===== config.mk =====
export PLATFORM = sky130hd
export DESIGN_NAME = icache_ctrl_regs
export DESIGN_NICKNAME = d
export VERILOG_FILES = /design/src/rtl/icc_pkg.sv /design/src/rtl/icc_inval_seq.sv /design/src/rtl/icc_sat_cnt.sv /design/src/rtl/icc_flag.sv /design/src/rtl/icache_ctrl_regs.sv
export SDC_FILE = /design/constraint.sdc
export NUM_CORES = 1
export LEC_CHECK = 0
export BUFFER_PORTS_ARGS = -buffer_cell sky130_fd_sc_hd__buf_2
export CAP_MARGIN = 5
export CORE_ASPECT_RATIO = 0.5
export CORE_MARGIN = 4
export CORE_UTILIZATION = 50
export DETAILED_ROUTE_END_ITERATION = 10
export GPL_ROUTABILITY_DRIVEN = 0
export GPL_TIMING_DRIVEN = 0
export PLACE_DENSITY_LB_ADDON = 0.1
export SLEW_MARGIN = 20
export SYNTH_ARGS = -nofsm -noshare
export SYNTH_HDL_FRONTEND = slang
export SYNTH_SLANG_ARGS = --single-unit

===== constraint.sdc =====
create_clock -name clk_i -period 3.65 [get_ports clk_i]
set_input_delay 0.1825 -clock clk_i [delete_from_list [all_inputs] [get_ports clk_i]]
set_output_delay 0.1825 -clock clk_i [all_outputs]
set_load 0.02 [all_outputs]

===== src/rtl/icc_pkg.sv =====
package icc_pkg;
  // word indices (byte offset / 4)
  localparam int unsigned OFS_CTRL = 0;
  localparam int unsigned OFS_STAT = 1;
  localparam int unsigned OFS_IEN  = 2;
  localparam int unsigned OFS_FCLR = 3;
  localparam int unsigned OFS_HCNT = 4;
  localparam int unsigned OFS_MCNT = 5;

  // control word bits
  localparam int unsigned CB_EN   = 0;
  localparam int unsigned CB_INV  = 1;
  localparam int unsigned CB_WAY  = 2;
  localparam int unsigned CB_HEN  = 16;
  localparam int unsigned CB_MEN  = 17;
  localparam int unsigned CB_HRST = CB_HEN + 2;
  localparam int unsigned CB_MRST = CB_MEN + 2;

  // status / irq-enable / clear bits
  localparam int unsigned SB_BUSY = 0;
  localparam int unsigned SB_DONE = 1;
  localparam int unsigned SB_ERR  = 2;

  localparam int unsigned NFLAGS = 2;  // flag 0 = done, flag 1 = error

  typedef struct packed {
    logic en;
    logic way;
    logic hen;
    logic men;
    logic hrst;
    logic mrst;
  } ctrl_t;
endpackage


===== src/rtl/icc_inval_seq.sv =====
module icc_inval_seq #(
  parameter int unsigned NSETS = 64,
  localparam int unsigned SW = $clog2(NSETS)
) (
  input  logic          clk_i,
  input  logic          rst_ni,
  input  logic          start_i,
  output logic          busy_o,
  output logic          done_o,
  output logic          we_o,
  output logic [SW-1:0] set_o
);
  localparam logic [SW-1:0] LAST = SW'(NSETS - 1);

  logic          busy_q;
  logic [SW-1:0] set_q;

  always_ff @(posedge clk_i or negedge rst_ni) begin
    if (!rst_ni) begin
      busy_q <= 1'b0;
      set_q  <= '0;
    end else if (busy_q) begin
      if (set_q == LAST) begin
        busy_q <= 1'b0;
        set_q  <= '0;
      end else begin
        set_q <= set_q + SW'(1);
      end
    end else if (start_i) begin
      busy_q <= 1'b1;
      set_q  <= '0;
    end
  end

  assign busy_o = busy_q;
  assign we_o   = busy_q;
  assign set_o  = set_q;
  assign done_o = busy_q && (set_q == LAST);

  assert_start_R3: assert property (@(posedge clk_i) disable iff (!rst_ni)
    (start_i && !busy_q) |=> (busy_q && set_q == '0));
  assert_step_R3: assert property (@(posedge clk_i) disable iff (!rst_ni)
    (busy_q && set_q != LAST) |=> (busy_q && set_q == $past(set_q) + SW'(1)));
  assert_finish_R3: assert property (@(posedge clk_i) disable iff (!rst_ni)
    done_o |=> !busy_q);
  assert_no_restart_R6: assert property (@(posedge clk_i) disable iff (!rst_ni)
    (busy_q && set_q != LAST && start_i) |=> (set_q != '0));
endmodule


===== src/rtl/icc_sat_cnt.sv =====
module icc_sat_cnt #(
  parameter int unsigned W = 32
) (
  input  logic         clk_i,
  input  logic         rst_ni,
  input  logic         clr_i,
  input  logic         inc_i,
  output logic [W-1:0] cnt_o
);
  localparam logic [W-1:0] CMAX = {W{1'b1}};

  logic [W-1:0] cnt_q;

  always_ff @(posedge clk_i or negedge rst_ni) begin
    if (!rst_ni)                      cnt_q <= '0;
    else if (clr_i)                   cnt_q <= '0;
    else if (inc_i && cnt_q != CMAX)  cnt_q <= cnt_q + W'(1);
  end

  assign cnt_o = cnt_q;

  // shared by both counters: R10 and R11
  assert_no_wrap_R10: assert property (@(posedge clk_i) disable iff (!rst_ni)
    (cnt_q == CMAX && !clr_i) |=> (cnt_q == CMAX));
  assert_idle_R11: assert property (@(posedge clk_i) disable iff (!rst_ni)
    (!clr_i && !inc_i) |=> $stable(cnt_q));
  assert_held_zero_R12: assert property (@(posedge clk_i) disable iff (!rst_ni)
    clr_i |=> (cnt_q == '0));
endmodule


===== src/rtl/icc_flag.sv =====
module icc_flag (
  input  logic clk_i,
  input  logic rst_ni,
  input  logic set_i,
  input  logic clr_i,
  output logic flag_o
);
  logic flag_q;

  always_ff @(posedge clk_i or negedge rst_ni) begin
    if (!rst_ni)     flag_q <= 1'b0;
    else if (set_i)  flag_q <= 1'b1;
    else if (clr_i)  flag_q <= 1'b0;
  end

  assign flag_o = flag_q;

  assert_set_wins_R7: assert property (@(posedge clk_i) disable iff (!rst_ni)
    set_i |=> flag_q);
  assert_clear_R7: assert property (@(posedge clk_i) disable iff (!rst_ni)
    (clr_i && !set_i) |=> !flag_q);
endmodule


===== src/rtl/icache_ctrl_regs.sv =====
module icache_ctrl_regs
  import icc_pkg::*;
#(
  parameter int unsigned NSETS  = 64,
  parameter int unsigned HIT_W  = 32,
  parameter int unsigned MISS_W = 16,
  parameter int unsigned ADDR_W = 5
) (
  input  logic                     clk_i,
  input  logic                     rst_ni,
  input  logic                     req_i,
  input  logic                     we_i,
  input  logic [ADDR_W-1:0]        addr_i,
  input  logic [31:0]              wdata_i,
  output logic [31:0]              rdata_o,
  input  logic                     hit_i,
  input  logic                     miss_i,
  input  logic                     err_i,
  output logic                     bypass_o,
  output logic                     way4_o,
  output logic                     irq_o,
  output logic                     inval_we_o,
  output logic [$clog2(NSETS)-1:0] inval_set_o
);
  localparam int unsigned WW = ADDR_W - 2;

  ctrl_t             ctrl_q;
  logic [NFLAGS-1:0] ie_q;
  logic [NFLAGS-1:0] flag_set, flag_clr, flag_q;
  logic [WW-1:0]     word;
  logic              wr_ctrl, wr_ien, wr_fclr;
  logic              busy, done, start;
  logic [HIT_W-1:0]  hcnt;
  logic [MISS_W-1:0] mcnt;

  assign word    = addr_i[ADDR_W-1:2];
  assign wr_ctrl = req_i && we_i && (word == WW'(OFS_CTRL));
  assign wr_ien  = req_i && we_i && (word == WW'(OFS_IEN));
  assign wr_fclr = req_i && we_i && (word == WW'(OFS_FCLR));
  assign start   = wr_ctrl && wdata_i[CB_INV];

  always_ff @(posedge clk_i or negedge rst_ni) begin
    if (!rst_ni) begin
      ctrl_q <= '{en: 1'b0, way: 1'b1, hen: 1'b0, men: 1'b0, hrst: 1'b0, mrst: 1'b0};
      ie_q   <= '0;
    end else begin
      if (wr_ctrl) begin
        ctrl_q.en   <= wdata_i[CB_EN];
        ctrl_q.hen  <= wdata_i[CB_HEN];
        ctrl_q.men  <= wdata_i[CB_MEN];
        ctrl_q.hrst <= wdata_i[CB_HRST];
        ctrl_q.mrst <= wdata_i[CB_MRST];
        if (!ctrl_q.en && !busy) ctrl_q.way <= wdata_i[CB_WAY];
      end
      if (wr_ien) ie_q <= {wdata_i[SB_ERR], wdata_i[SB_DONE]};
    end
  end

  icc_inval_seq #(.NSETS(NSETS)) i_seq (
    .clk_i   (clk_i),
    .rst_ni  (rst_ni),
    .start_i (start),
    .busy_o  (busy),
    .done_o  (done),
    .we_o    (inval_we_o),
    .set_o   (inval_set_o)
  );

  assign flag_set = {err_i, done};
  assign flag_clr = {wr_fclr && wdata_i[SB_ERR], wr_fclr && wdata_i[SB_DONE]};

  for (genvar g = 0; g < NFLAGS; g++) begin : g_flag
    icc_flag i_flag (
      .clk_i  (clk_i),
      .rst_ni (rst_ni),
      .set_i  (flag_set[g]),
      .clr_i  (flag_clr[g]),
      .flag_o (flag_q[g])
    );
  end

  icc_sat_cnt #(.W(HIT_W)) i_hit_cnt (
    .clk_i  (clk_i),
    .rst_ni (rst_ni),
    .clr_i  (ctrl_q.hrst),
    .inc_i  (hit_i && ctrl_q.hen && ctrl_q.en && !busy),
    .cnt_o  (hcnt)
  );

  icc_sat_cnt #(.W(MISS_W)) i_miss_cnt (
    .clk_i  (clk_i),
    .rst_ni (rst_ni),
    .clr_i  (ctrl_q.mrst),
    .inc_i  (miss_i && ctrl_q.men && ctrl_q.en && !busy),
    .cnt_o  (mcnt)
  );

  always_comb begin
    rdata_o = '0;
    case (word)
      WW'(OFS_CTRL): begin
        rdata_o[CB_EN]   = ctrl_q.en;
        rdata_o[CB_INV]  = busy;
        rdata_o[CB_WAY]  = ctrl_q.way;
        rdata_o[CB_HEN]  = ctrl_q.hen;
        rdata_o[CB_MEN]  = ctrl_q.men;
        rdata_o[CB_HRST] = ctrl_q.hrst;
        rdata_o[CB_MRST] = ctrl_q.mrst;
      end
      WW'(OFS_STAT): begin
        rdata_o[SB_BUSY] = busy;
        rdata_o[SB_DONE] = flag_q[0];
        rdata_o[SB_ERR]  = flag_q[1];
      end
      WW'(OFS_IEN): begin
        rdata_o[SB_DONE] = ie_q[0];
        rdata_o[SB_ERR]  = ie_q[1];
      end
      WW'(OFS_HCNT): rdata_o[HIT_W-1:0]  = hcnt;
      WW'(OFS_MCNT): rdata_o[MISS_W-1:0] = mcnt;
      default: ;
    endcase
  end

  assign bypass_o = !ctrl_q.en || busy;
  assign way4_o   = ctrl_q.way;
  assign irq_o    = |(flag_q & ie_q);

  assert_bypass_on_start_R4: assert property (@(posedge clk_i) disable iff (!rst_ni)
    (start && !busy) |=> bypass_o);
  assert_way_locked_R5: assert property (@(posedge clk_i) disable iff (!rst_ni)
    (ctrl_q.en || busy) |=> $stable(way4_o));
  assert_err_latch_R8: assert property (@(posedge clk_i) disable iff (!rst_ni)
    err_i |=> (flag_q[1] && (irq_o || !ie_q[1])));
endmodule


==> run summary, run 1 <==
outcome: completed
Setup crit end kind: flip-flop
Syn Area/Cell: 9.508 um^2
Fmax achieved: 419.5 MHz
min Tclk post-route: 2384 ps
# DRC: 0
Crit Path Class: flip-flop to flip-flop
Initial Utilization: 51.56%
Worst Tran Pin Value: 733.2 ps
port buffer count: 56
Area Growth Syn to Fin: 19.42%
die height: 69.44 um
Worst Hold Depth: 2
Yosys warning total: 0
Core Box Area: 0.007322 mm^2
TritonCTS buffer count: 9
CTS tree: built
R2R depth: 6
initial antenna violation count: 0
WHS Endpoint: g_flag[1].i_flag.flag_o
Synth async-reset ratio: 100.0%
Net Count, Synth: 444
CP startpoint kind: flip-flop
PD cells: 452.9 mW/mm^2
vias per cell: 5.928
Synth Area in Simple Gates: 25.19%
adder-cell share of the synthesized area: 0.9944%
Pre-antenna DRT Iters: 5
dominant synthesized flop cell: dfrtp_1
Synth top area share: 42.43%
CTS root buf: clkbuf_16
main combinational cell family by area after synthesis: simple AND/OR/NAND/NOR gates
Post-DRT Antenna Nets: 0
initial drt markers: 216
Area contributors post-synth: dfrtp_1 42%, a22o_1 4.2%, nor2_1 4.0%
CP Max Fanout: 10
total gr overflow: 0
clock sink total: 65
Reg2Reg Setup Slack: 1270 ps
Syn Inst Count: 397
Mapped Area: 0.003775 mm^2
FF-to-FF Start: i_seq.busy_o
Seq cells post-synth: 65
Die Area: 0.009088 mm^2
final net count: 513
most common cell after layout, fill and taps aside: dfrtp_1
xor-xnor portion of the synthesized cell area: 4.640%
worst min path class: primary input to flip-flop
maximum vdd ir drop: 445.9 uV
Slew Limit Fails: 0
routed len/inst: 16.52 um
via count: 3,361
RR Endpoint: i_hit_cnt.cnt_o[27]
share of cells above drive strength 1: 21.02%
H-tree levels: 3
Pleak: 2.038 nW
dpl ws: 1305 ps
worst rel slew slack: 50.89%
ANT cells: 0
Netlist cell types: 49
CP Data Required Time: 3900 ps
Rows: 22
vias in the first global route: 3,224
WP data arrival: 2640 ps
Worst-Skew Late Latency: 330 ps
largest net degree at the start of global routing: 44
Final WS setup: 1266 ps
WHS: 32.57 ps
Final Hold Fails: 0
most frequent cells in the layout: 64 x dfrtp_1, 55 x buf_2, 40 x nor2_1
unrepaired setup endpoints after global routing: false
CTS max path bufs: 2
total power: 2.042 mW
skew final: 5.814 ps
EDFF count, synth: 0
GRT Util Overall: 22.53%
register area share after synthesis: 43.12%
multiplexer share of the synthesized area: 7.060%
final setup fails: 0
routed wire length: 9366 um
Max-cap violations: 0
die width: 130.9 um
clk slew on worst S/H paths: 60 ps
Tcrit/Tclk final: 65.31%
Detailed Place HPWL: 6837 um
first-pass GRT wire length: 16,210 um
Yosys top cell by area: dfrtp_1
IO Pins: 86
final setup TNS: 0 ps
Synth Area in Compound Gates: 15.91%
min-delay src: err_i
==> report_power, final <==
group	switching [mW]	internal, mW	total, mW
Clock	0.301	0.563	0.864
Combinational	0.206	0.129	0.334
Sequential	0.0648	0.778	0.843
==> kinds of logic (layout without fill, tap and decap cells) <==
family          Yosys count  in the layout
compound gates           90             90
fa+ha+maj                 3              3
buf+inv                  29            103
mux                      21             21
flops                    65             65
simple gates            169            169
xor+xnor                 20             20
==> timing repair <==
action / in CTS / in global routing
hold buffers: 1 / 0
gates resized for setup: 0 / 0
setup buffers: 0 / 0
hold endpoints to repair: 22 / 0
==> how the worst max path moves through the flow <==
stage                             from                  end  slack [ps]  cells past startpoint
after floorplan           i_seq.busy_o  i_hit_cnt.cnt_o[17]        1530                      6
after global placement    i_seq.busy_o  i_hit_cnt.cnt_o[27]        1360                      6
after detailed placement  i_seq.busy_o  i_hit_cnt.cnt_o[27]        1310                      6
after CTS                 i_seq.busy_o  i_hit_cnt.cnt_o[27]        1280                      6
after global routing         addr_i[4]           rdata_o[3]        1070                      7
final                     i_seq.busy_o  i_hit_cnt.cnt_o[27]        1270                      6
==> registers in the layout, indices dropped and copies added, names as in the netlist <==
register / count
way4_o: 1
ctrl_q: 5
ie_q: 2
i_seq.busy_o: 1
i_seq.set_o: 6
i_hit_cnt.cnt_o: 32
i_miss_cnt.cnt_o: 16
g_flag.i_flag.flag_o: 2
==> critical path, cell delays in order, from the launching register on <==
cell and delay (ps):
dfrtp_1 440, nand4b_1 390, or3_1 450, a311o_2 400
buf_6 170, or3_1 310, a21oi_1 150
==> layout make-up <==
type                       count  area [um^2]
fill                         631         2814
clock buffer                  13        260.3
inverter                      10        37.54
tap                           96        120.1
multi-input combinational    303         2031
clock inverter                 3        40.04
buffer                        19        78.83
sequential                    65         1628
timing repair buffer          58        312.8
==> Yosys cell counts, types with 7 or more instances <==
| master | number |
|---|---|
| and4_1 | 7 |
| mux2_2 | 12 |
| and2_1 | 15 |
| o21ai_0 | 22 |
| xor2_1 | 15 |
| nand2_1 | 19 |
| dfrtp_1 | 64 |
| clkbuf_1 | 16 |
| inv_1 | 10 |
| nand3_1 | 17 |
| nand4_1 | 18 |
| a21oi_1 | 26 |
| or3_1 | 15 |
| a22o_1 | 18 |
| nor2_1 | 40 |
| and3_1 | 10 |
==> per-layer routing <==
layer	up-vias	GRT usage (%)	routed length, um
met4	0	6.385	114
met1	1656	32.45	4570
met2	81	32.86	4221
met5	-	0	0
li1	1612	-	-
met3	12	6.846	460
==> per-stage QoR <==
step | util, % | cell area, um^2 | instances
floorplan | - | 3775 | 397
global placement | 57.02 | 4175 | 549
detailed placement | 57.33 | 4198 | 550
CTS | 61.57 | 4508 | 567
global route | 61.57 | 4508 | 567
finish | 61.57 | 4508 | 567
No activity file was read; power rests on OpenSTA's default activity.
==> run 2: changes to the inputs <==
==> constraint.sdc (replaced) <==
create_clock -name clk_i -period 2.2 [get_ports clk_i]
set_input_delay 0.11 -clock clk_i [delete_from_list [all_inputs] [get_ports clk_i]]
set_output_delay 0.11 -clock clk_i [all_outputs]
set_load 0.02 [all_outputs]
==> run summary, run 2 (synthesized netlist as in run 1, its figures left out) <==
Initial Utilization: 51.56% (unchanged)
most common cell after layout, fill and taps aside: dfrtp_1
Core Util, Final: 64.01% (+2.4 points)
CP startpoint kind: flip-flop
die height: 69.44 um (unchanged)
final setup TNS: 0 ps (unchanged)
largest net degree at the start of global routing: 44 (unchanged)
Crit Path Class: flip-flop to flip-flop
CTS tree: built
dpl ws: -144.9 ps (-1450 ps)
vias per cell: 5.896 (-0.53%)
unrepaired setup endpoints after global routing: true
share of cells above drive strength 1: 26.92% (+5.9 points)
total gr overflow: 0 (unchanged)
port buffer count: 56 (unchanged)
Tcrit/Tclk final: 99.99% (+35 points)
initial drt markers: 259 (+20%)
IO Pins: 86 (unchanged)
CP Data Required Time: 2460 ps (-1440 ps)
Pre-antenna DRT Iters: 4 (-1)
ANT cells: 0 (unchanged)
CTS root buf: clkbuf_16
clk slew on worst S/H paths: 50 ps (about the same)
routed wire length: 9715 um (+3.7%)
Max-cap violations: 0 (unchanged)
Worst Tran Pin Value: 650.0 ps (-83.25 ps)
Final WS setup: 0.1845 ps (-1266 ps)
clock sink total: 65 (unchanged)
outcome: completed
worst rel slew slack: 56.67% (+5.8 points)
first-pass GRT wire length: 16,350 um (+0.85%)
worst min path class: primary input to flip-flop
routed len/inst: 16.78 um (+1.6%)
maximum vdd ir drop: 738.7 uV (+66%)
PD cells: 726.2 mW/mm^2 (+60%)
initial antenna violation count: 0 (unchanged)
Worst-Skew Late Latency: 330 ps (about the same)
GRT Util Overall: 22.71% (+0.18 points)
Area Growth Syn to Fin: 24.16%
Core Box Area: 0.007322 mm^2 (unchanged)
final setup fails: 0 (unchanged)
final net count: 525 (+2.3%)
Fmax achieved: 454.6 MHz (+8.4%)
TritonCTS buffer count: 9 (unchanged)
# DRC: 0 (unchanged)
Final Hold Fails: 0 (unchanged)
CP Max Fanout: 8 (-2)
WHS: 9.761 ps (-22.81 ps)
H-tree levels: 3 (unchanged)
most frequent cells in the layout: 61 x dfrtp_1, 57 x buf_2, 39 x nor2_1
Pleak: 2.134 nW (+4.7%)
Slew Limit Fails: 0 (unchanged)
vias in the first global route: 3,251 (+0.84%)
WP data arrival: 2460 ps (-180 ps)
die width: 130.9 um (unchanged)
Post-DRT Antenna Nets: 0 (unchanged)
Detailed Place HPWL: 6837 um (unchanged)
Setup crit end kind: flip-flop
Largest register FFs: 32 (unchanged)
Die Area: 0.009088 mm^2 (unchanged)
via count: 3,414 (+1.6%)
CTS max path bufs: 2 (unchanged)
min Tclk post-route: 2200 ps (-184.1 ps)
Rows: 22 (unchanged)
skew final: 4.196 ps (-1.618 ps)
==> run 2: changes by cell type in the layout (fill, tap and decap cells not counted), moves of 3 or more <==
cell / before / now
a21oi_1: 26 / 22
a21oi_2: 0 / 4
buf_4: 1 / 12
dfrtp_1: 64 / 61
dfrtp_2: 0 / 3
or3_1: 15 / 12
or3_4: 0 / 3
==> run 2: area by class of cell <==
type,count,area [um^2]
timing repair buffer,71,410.4
clock buffer,13,260.3
buffer,18,76.32
tap,96,120.1
inverter,10,37.54
fill,605,2635
clock inverter,3,40.04
multi-input combinational,303,2111
sequential,65,1632
==> run 2: layer usage <==
layer	track usage, %	vias to the layer above	wire (um)
li1	-	1639	-
met1	32.50	1691	4581
met2	33.54	72	4554
met3	6.769	12	472
met4	6.271	0	107
met5	0	-	0
==> run 2: critical path, stage by stage (launching register included) <==
cell and delay, ps:
dfrtp_2 440, nand4b_1 230, or3_4 370, a311o_2 440, buf_4 160, or3_1 330
a21oi_1 140
==> run 2: worst paths after layout <==
check | slack, ps | startpoint | depth (start not counted) | end
max | 0.2 | i_seq.busy_o | 6 | i_hit_cnt.cnt_o[23]
min | 10 | wdata_i[0] | 2 | ctrl_q[5]
max reg2reg | 0.2 | i_seq.busy_o | 6 | i_hit_cnt.cnt_o[23]
min reg2reg | 500 | g_flag[1].i_flag.flag_o | 1 | g_flag[1].i_flag.flag_o
max in group asynchronous | 1390 | rst_ni | 3 | way4_o
min in group asynchronous | 220 | rst_ni | 2 | i_hit_cnt.cnt_o[30]
==> run 2: through the flow <==
stage               instance area (um^2)  cells  total power [mW]
detailed placement                  4198    550             1.973
floorplan                           3775    397             1.765
global placement                    4175    549             1.953
finish                              4687    579             3.404
global route                        4687    579             3.569
CTS                                 4561    571             3.423
==> run 2: power breakdown <==
part,internal [mW],switching (mW)
Clock,0.935,0.499
Sequential,1.29,0.106
Combinational,0.221,0.351
Total,2.45,0.956
==> run 2: what timing repair did <==
action | in CTS | in global routing
gates cloned | 0 | 1
endpoints found under the setup margin | 15 | 36
pin swaps | 2 | 5
buffers inserted | 3 | 8
gates resized for setup | 5 | 18
endpoints found under the hold margin | 23 | 0
hold buffers | 2 | 0
==> run 3: changes to the inputs <==
--- a/config.mk
+++ b/config.mk
@@ -9,7 +9,7 @@
 export CAP_MARGIN = 5
 export CORE_ASPECT_RATIO = 0.5
 export CORE_MARGIN = 4
-export CORE_UTILIZATION = 50
+export CORE_UTILIZATION = 30
 export DETAILED_ROUTE_END_ITERATION = 10
 export GPL_ROUTABILITY_DRIVEN = 0
 export GPL_TIMING_DRIVEN = 0
==> run summary, run 3 (synthesized netlist as in run 1, its figures left out) <==
outcome: complete, but fails checks
violated checks: setup timing
most common cell after layout, fill and taps aside: dfrtp_1
Setup crit end kind: flip-flop
TritonCTS buffer count: 9 (unchanged)
min Tclk post-route: 2208 ps (+8.559 ps)
CTS tree: built
share of cells above drive strength 1: 27.37% (+0.45 points)
Worst Hold Depth: 2 (unchanged)
die height: 87.32 um (+26%)
Rows: 28 (+27%)
initial drt markers: 190 (-27%)
CP startpoint kind: flip-flop
clk slew on worst S/H paths: 60 ps (about the same)
dpl ws: -178.0 ps (-33.05 ps)
PD cells: 714.4 mW/mm^2 (-1.6%)
FF-to-FF Start: i_seq.busy_o
Detailed Place HPWL: 7325 um (+7.1%)
Die Area: 0.01455 mm^2 (+60%)
WP data arrival: 2460 ps (about the same)
Crit Path Class: flip-flop to flip-flop
Placed Area: 0.004292 mm^2 (+2.2%)
Slew Limit Fails: 0 (unchanged)
clock sink total: 65 (unchanged)
largest net degree at the start of global routing: 51 (+16%)
Largest register FFs: 32 (unchanged)
Final WS setup: -8.374 ps (-8.559 ps)
R2R depth: 7 (+1)
total gr overflow: 0 (unchanged)
CP Data Required Time: 2450 ps (about the same)
cells along the critical path: nand4b_1 > buf_4 > or3_4 > a311o_2 > buf_4 > or3_4 > a21oi_2
Design Area, Final: 0.004848 mm^2 (+3.4%)
Final Hold Fails: 0 (unchanged)
H-tree levels: 3 (unchanged)
die width: 166.6 um (+27%)
Initial Utilization: 31.32% (-20 points)
worst rel slew slack: 56.54% (-0.13 points)
dpl cells: 619 (+13%)
Max-cap violations: 0 (unchanged)
Tcrit/Tclk final: 100.4% (+0.39 points)
final cell count without fillers: 651 (+12%)
GRT Util Overall: 14.85% (-7.9 points)
Pre-antenna DRT Iters: 4 (unchanged)
# DRC: 0 (unchanged)
CTS max path bufs: 2 (unchanged)
Area Growth Syn to Fin: 28.44%
CTS root buf: clkbuf_16
maximum vdd ir drop: 551.5 uV (-25%)
Crit path max-delay family: simple AND/OR/NAND/NOR gates
Crit path buffers/inverters: 2 (+1)
initial antenna violation count: 0 (unchanged)
final setup fails: 1 (+1)
most frequent cells in the layout: 62 x dfrtp_1, 56 x buf_2, 39 x nor2_1
final net count: 528 (+0.57%)
Fmax achieved: 452.8 MHz (-0.39%)
crit-path max cell delay: 440 ps (about the same)
Post-DRT Antenna Nets: 0 (unchanged)
crit path max-delay cell type: dfrtp_2
IO Pins: 86 (unchanged)
ANT cells: 0 (unchanged)
Worst path depth: 7 (+1)
Worst Tran Pin Value: 651.9 ps (+1.927 ps)
worst min path class: primary input to flip-flop
Pleak: 2.164 nW (+1.4%)
CP Max Fanout: 6 (-2)
routed len/inst: 16.14 um (-3.8%)
skew final: 7.237 ps (+3.040 ps)
min-delay src: wdata_i[0]
routed wire length: 10,510 um (+8.2%)
first-pass GRT wire length: 17,150 um (+4.9%)
Worst Setup SP: i_seq.busy_o
port buffer count: 56 (unchanged)
unrepaired setup endpoints after global routing: true
vias in the first global route: 3,212 (-1.2%)
WHS: 12.67 ps (+2.910 ps)
via count: 3,350 (-1.9%)
Worst-Skew Late Latency: 330 ps (about the same)
Core Box Area: 0.01205 mm^2 (+65%)
vias per cell: 5.146 (-13%)
total power: 3.464 mW (+1.8%)
-- run 3: changes by cell type in the layout (fill, tap and decap cells not counted), sizes merged --
cell / before / now
clkbuf: 28 / 29
buf: 72 / 75
clkinv: 2 / 1
-- run 3: timing repair --
item,4_1_cts,5_1_grt
gates cloned,1,0
gates resized for setup,13,23
endpoints found under the setup margin,38,43
hold endpoints to repair,65,0
setup buffers,6,7
pin swaps,4,12
hold buffers,2,0
-- run 3: metal layers --
layer / up-vias / routed length, um / global-route usage [%]
met5: - / 0 / 0
met4: 0 / 155 / 3.712
met3: 12 / 397 / 4.125
met2: 62 / 4549 / 22.50
met1: 1628 / 5408 / 21.06
li1: 1648 / - / -
-- run 3: final cells by class --
class / count / area (um^2)
Fill cell: 1255 / 7203
Sequential cell: 65 / 1630
Inverter: 10 / 37.54
Clock buffer: 14 / 274.0
Multi-Input combinational cell: 303 / 2136
Clock inverter: 2 / 35.03
Timing Repair Buffer: 73 / 444.2
Tap cell: 165 / 206.4
Buffer: 19 / 85.08
-- run 3: worst register-to-register path, stage by stage (launching register included) --
cell	delay, ps
dfrtp_2	440
nand4b_1	180
buf_4	160
or3_4	330
a311o_2	400
buf_4	170
or3_4	320
a21oi_2	130
-- run 3: metrics by stage --
stage / TNS (ps) / utilization [%]
6_report: -8.374 / 40.23
3_5_place_dp: -2765 / 35.61
2_1_floorplan: 0 / -
3_3_place_gp: -3239 / 35.36
5_1_grt: -821.0 / 40.23
4_1_cts: -110.1 / 39.12
-- run 3: worst paths after layout --
check | end | slack, ps
worst max register to register | i_hit_cnt.cnt_o[19] | -8
worst max-delay path | i_hit_cnt.cnt_o[19] | -8
worst min register to register | g_flag[1].i_flag.flag_o | 520
min in group asynchronous | i_seq.set_o[3] | 190
worst min-delay path | ctrl_q[5] | 10
max in group asynchronous | way4_o | 1450
-- run 3: power by group --
group / internal (mW) / total [mW] / switching (mW) / leakage [nW]
Combinational: 0.222 / 0.579 / 0.357 / 1.13
Sequential: 1.29 / 1.40 / 0.109 / 0.876
Clock: 0.969 / 1.48 / 0.515 / 0.153
